File: src/rtl/mdio_cmd_master.sv
module mdio_cmd_master #(
  parameter int CLK_DIV = 20
) (
  input  logic        clk,
  input  logic        rst_n,
  input  logic        cmd_we,
  input  logic [31:0] cmd_wdata,
  output logic [31:0] cmd_rdata,
  output logic        mdc,
  output logic        mdio_o,
  output logic        mdio_oe,
  input  logic        mdio_i
);
  localparam int HALF     = CLK_DIV / 2;
  localparam int CW       = (HALF > 1) ? $clog2(HALF) : 1;
  localparam int LAST_BIT = 63;
  localparam int TA_BIT   = 46;
  localparam int DAT_BIT  = 48;

  logic [31:0]   cmd;
  logic [CW-1:0] cnt;
  logic [5:0]    bidx;
  logic          mdc_q;

  wire busy  = cmd[31];
  wire is_rd = cmd[30];
  wire tick  = busy && (cnt == CW'(HALF - 1));

  wire [63:0] frame = {32'hFFFF_FFFF, 2'b01, (is_rd ? 2'b10 : 2'b01),
                       cmd[25:21], cmd[20:16], 2'b10, cmd[15:0]};

  always_ff @(posedge clk or negedge rst_n) begin
    if (!rst_n) begin
      cmd   <= '0;
      cnt   <= '0;
      bidx  <= '0;
      mdc_q <= 1'b0;
    end else if (!busy) begin
      cnt   <= '0;
      bidx  <= '0;
      mdc_q <= 1'b0;
      if (cmd_we) cmd <= cmd_wdata;
    end else begin
      cnt <= tick ? '0 : cnt + 1'b1;
      if (tick) begin
        mdc_q <= ~mdc_q;
        if (!mdc_q) begin
          if (is_rd && bidx >= 6'(DAT_BIT)) cmd[15:0] <= {cmd[14:0], mdio_i};
        end else if (bidx == 6'(LAST_BIT)) begin
          cmd[31] <= 1'b0;
        end else begin
          bidx <= bidx + 1'b1;
        end
      end
    end
  end

  assign cmd_rdata = cmd;
  assign mdc       = mdc_q;
  assign mdio_oe   = busy && (!is_rd || bidx < 6'(TA_BIT));
  assign mdio_o    = mdio_oe && frame[6'd63 - bidx];
endmodule


File: config.mk
export PLATFORM = sky130hd
export DESIGN_NAME = mdio_cmd_master
export DESIGN_NICKNAME = d
export VERILOG_FILES = /design/src/rtl/mdio_cmd_master.sv
export SDC_FILE = /design/constraint.sdc
export NUM_CORES = 1
export LEC_CHECK = 0
export ABC_AREA = 1
export ABC_CLOCK_PERIOD_IN_PS = 3800
export BUFFER_PORTS_ARGS = -buffer_cell sky130_fd_sc_hd__buf_4
export CAP_MARGIN = 5
export CORE_ASPECT_RATIO = 0.8
export CORE_UTILIZATION = 30
export CTS_CLUSTER_DIAMETER = 60
export DETAILED_ROUTE_END_ITERATION = 10
export PLACE_DENSITY = 0.5
export SYNTH_ARGS = -nofsm -noshare
export SYNTH_HDL_FRONTEND = slang
export SYNTH_SLANG_ARGS = --single-unit
File: constraint.sdc
create_clock -name clk -period 3.8 [get_ports clk]
set_input_delay 0.38 -clock clk [delete_from_list [all_inputs] [get_ports clk]]
set_output_delay 0.38 -clock clk [all_outputs]
set_load 0.02 [all_outputs]
======== Yosys cells after proc, flatten, opt, wreduce, memory -nomap -nowiden ========
Cells that the tools add are included.
word-level totals
  register bits after elaboration ......... 43
  input bits .............................. 36
  output and inout port bits .............. 35
  word-level logic and storage cells ...... 51
operators by class
  add/subtract/negate cells ............... 3
  magnitude comparators ................... 3
  equality and inequality tests ........... 7
  muxes and demuxes ....................... 20
  bitwise logic cells ..................... 2
  reduce and logical (&&, ||, !) cells .... 10
operators by type and width
  cell                                                number
  2-to-1 mux 16 bit                                   4
  2-to-1 mux 32 bit                                   1
  2-to-1 mux 6 bit                                    4
  2-to-1 mux 4 bit                                    2
  < comparator 6 x 7 -> 1 bit, second input constant  1
  2-to-1 mux 1 bit                                    7
  adder 6 x 1 -> 6 bit, second input constant         1
  binary-select mux 1 bit (select 6 bit)              1
  == test 6 bit, second input constant                1
  >= comparator 6 bit, second input constant          1
  < comparator 6 bit, second input constant           1
  != test 2 x 1 -> 1 bit, second input constant       3
  subtractor 6 bit, first input constant              1
  adder 4 x 1 -> 4 bit, second input constant         1
  == test 4 bit, second input constant                1
  logical AND 1 bit                                   4
  != test 2 bit, second input constant                2
  AND reduction 4 bit                                 1
  AND reduction 3 bit                                 1
  2-to-1 mux 2 bit                                    1
  NOT 1 bit                                           2
  AND reduction 2 bit                                 1
  nonzero test 2 bit                                  1
  logical NOT 1 bit                                   1
  logical OR 1 bit                                    1

======== Logic depth before layout (Yosys ltp) ========
  depth in word-level cells ............... 6
  depth in mapped cells ................... 12
  mapped depth without buffers ............ 10

======== Worst setup path after synthesis ========
OpenSTA, ideal clock, no wires.
  kind .................................... register to output
  start point ............................. register bidx[1]
  end point ............................... output mdio_o
  data arrival time ....................... 1549 ps
  data required time ...................... 3420 ps
  slack ................................... 1871 ps
  stages on the path, launching flop included .. 7
  path buffers ............................ 1
  cell sequence ........................... dfrtp_1 > buf_2 > nand2_1 > inv_1 > a31oi_1 > inv_1 > a21oi_1
between the ends
  longest elaborated chain between the ends .. 4
RTL lines
  item                    RTL line  RTL
  from (decl)             22        logic [5:0] bidx;
  from (signal assigned)  52        bidx <= bidx + 1'b1;
  < comparator 6 bit      60        assign mdio_oe = busy && (!is_rd || bidx < 6'(TA_BIT));
  logical OR 1 bit        60
  logical AND 1 bit       60
  net mdio_oe             11        output logic mdio_oe,
  logical AND 1 bit       61        assign mdio_o = mdio_oe && frame[6'd63 - bidx];
  to (decl)               10        output logic mdio_o,
The timed path passes the listed nets, and every way through them passes these cells. The select of a mux whose other input is x is not followed.

======== Worst setup path in the final report ========
  start point ............................. register bidx[0]
  end point ............................... output mdio_o
between the ends
  longest elaborated chain between the ends .. 4
RTL lines
  item                                                                                RTL line
  subtractor 6 bit / < comparator 6 bit (equally long branches)                       61, 60
  binary-select mux 1 bit (select 6 bit) / logical OR 1 bit (equally long branches)   61, 60
  2-to-1 mux 1 bit (not written as such) / logical AND 1 bit (equally long branches)  61, 60
  logical AND 1 bit *                                                                 61
Every way passes the cells marked *; elsewhere a longest branch is shown, timed or not. The select of a mux whose other input is x is not followed.

==> metrics <==
Synthesis Warnings 0; Slew headroom 53.5%; hpwl dp 4200 um; WL/cell 12.4 um; clock slew at reported path FFs 0.09 ns; Die X 101 um; Die Ht 80.9 um; setup violators final 0; nets@finish 408; Synth area leaders dfrtp_1, nand2_1, nand3_1; Mapped Area 0.00233 sq mm; Critical Path Start bidx[0]; Yosys top cell by area dfrtp_1; Power, Total 0.791 mW; max cap viols 0; register area share after synthesis 46.1%; total vias in the final route 2148; Post-CTS Setup Bufs 0; Max Clk Rate 363 MHz; Post-Syn Instances 306; Max VDD drop 0.135 mV; clk_skew 0.0111 ns; top-area cell type share of the netlist area 46.1%; Iter 0 DRT Violations 128; IO Port Bufs 70; part of the cycle the worst path needs 72.5%; worst-path maximum fanout 20; gr ovfl total 0; Data required, critical path 3.42 ns; number of global-route vias before repair 2046; min cycle time layout 2.76 ns; reg2reg start cmd_rdata[31]; std cell rows 28; RSZ-0062 raised after global routing false; FF+latch count, synth 43; Post-synth top flop dfrtp_1; Initial Util 31.3%; gpl congestion 0.833; clock sinks 43; Pleak 1.47 nW; buffer depth of the longest clock path 2; vias per cell 4.52; CTS tree done; post-route DRC violation count 0; Worst-Skew Late Latency 0.31 ns; Synth async-reset ratio 100%; ANT cells 0; count leader, synth nand2_1; Syn Nets 345; post-synth cell types 28; Pwr Density 264 mW/mm^2; Fin Setup TNS 0 ns; IO Pins 71; initial antenna violation count 0; GRT Overall Usage 15.4%; first-pass GRT wire length 9780 um; clk root buf clkbuf_8; Setup crit end kind output port; H-tree Lvls 2; top cells by count, synth nand2_1, dfrtp_1, inv_1, nand3_1, o21ai_0; Synth Area per Inst 7.63 sq um; Final Hold Fails 0; die area 0.00814 sq mm; CP Launch Type flop; worst hold path class primary input to asynchronous set/reset pin; worst slew pin tran 0.695 ns; cts hold-fix bufs 0; PostCTS Resize Cnt 0; largest net degree at the start of global routing 44; router iterations before antenna repair 4; Final Max Slew Viols 0; Routed Antenna Nets 0; TritonCTS buffer count 5; crit path kind flop to output port; Post-Route WL 5910 um; Post-synth EDFFs 0; share of cells above drive strength 1 24.3%; Area Overhead vs Synth 28.4%; status finished clean; Core Region 0.00746 sq mm; CP arrival 2.38 ns
critical path: stages, from the launching register on:
cell and delay [ns]:
dfrtp_1 0.75, inv_1 0.40, nand2_1 0.17, nand3_1 0.08, nand2_1 0.08, nand2_1 0.05, nand2_1 0.06, inv_1 0.04
nand2_1 0.05, nand2_1 0.05, a21oi_1 0.18, buf_4 0.17
logic make-up after synthesis:
group	after synthesis	synth area share, %
simple gates	136	24.8
buf+inv	59	10.6
compound gates	57	13.3
flops	43	46.1
mux	5	2.41
xor+xnor	3	1.13
fa+ha+maj	3	1.61
per-layer routing:
layer  share of wire [%]  vias to the layer above  GRT usage (%)
li1                    -                     1100              -
met1                  49                      986           21.5
met2                  44                       55           24.1
met3                 5.8                        7           3.36
met4                0.83                        0           3.91
met5                   0                        -              0
area by class of cell:
| class | count | area, sq um |
|---|---|---|
| Multi-Input combinational cell | 204 | 1010 |
| Fill cell | 819 | 4470 |
| Inverter | 44 | 165 |
| Clock buffer | 7 | 76.3 |
| Tap cell | 105 | 131 |
| Clock inverter | 1 | 5.00 |
| Sequential cell | 43 | 1080 |
| Timing Repair Buffer | 71 | 533 |
registers in the layout, summed over array words and instances (netlist names):
| signal | cells |
|---|---|
| bidx | 6 |
| cmd_rdata | 32 |
| cnt | 4 |
| mdc | 1 |
power by group:
group | internal, mW | leakage, nW | switching [mW]
combinational | 0.0228 | 0.978 | 0.0172
clock | 0.129 | 0.0422 | 0.165
sequential | 0.457 | 0.451 | 0
total | 0.609 | 1.47 | 0.182
cells in the final DEF (no fill, tap or decap), drive strengths merged:
cell type / instances
nor3: 2
mux2: 5
nand4: 1
clkbuf: 7
nand3: 39
dfrtp: 43
inv: 44
o21ai: 37
xor2: 2
buf: 71
o211ai: 1
a21oi: 16
ha: 3
xnor2: 1
o31ai: 2
nor2: 19
nand2: 75
clkinv: 1
a31oi: 1
final timing paths:
path | end | slack (ns) | depth (start not counted)
setup / recovery | mdio_o | 1.04 | 11
hold / removal | cmd_rdata[14] | 0.06 | 1
setup reg to reg | cmd_rdata[1] | 1.51 | 5
hold reg to reg | cnt[0] | 0.50 | 1
max in group asynchronous | cmd_rdata[22] | 3.36 | 1
min in group clk | cmd_rdata[27] | 0.31 | 2
per-stage QoR:
stage / hold slack (ns) / instance area (sq um) / setup WS (ns) / util, % / std cells
2_1_floorplan: 0.0844 / 2330 / 1.87 / - / 306
3_3_place_gp: 0.431 / 2920 / 1.46 / 39.1 / 467
3_5_place_dp: 0.424 / 2920 / 1.39 / 39.1 / 467
4_1_cts: 0.0957 / 3000 / 1.03 / 40.2 / 475
5_1_grt: 0.123 / 3000 / 0.819 / 40.2 / 475
6_report: 0.0621 / 3000 / 1.04 / 40.2 / 475
No activity file was read; power rests on OpenSTA's default activity.
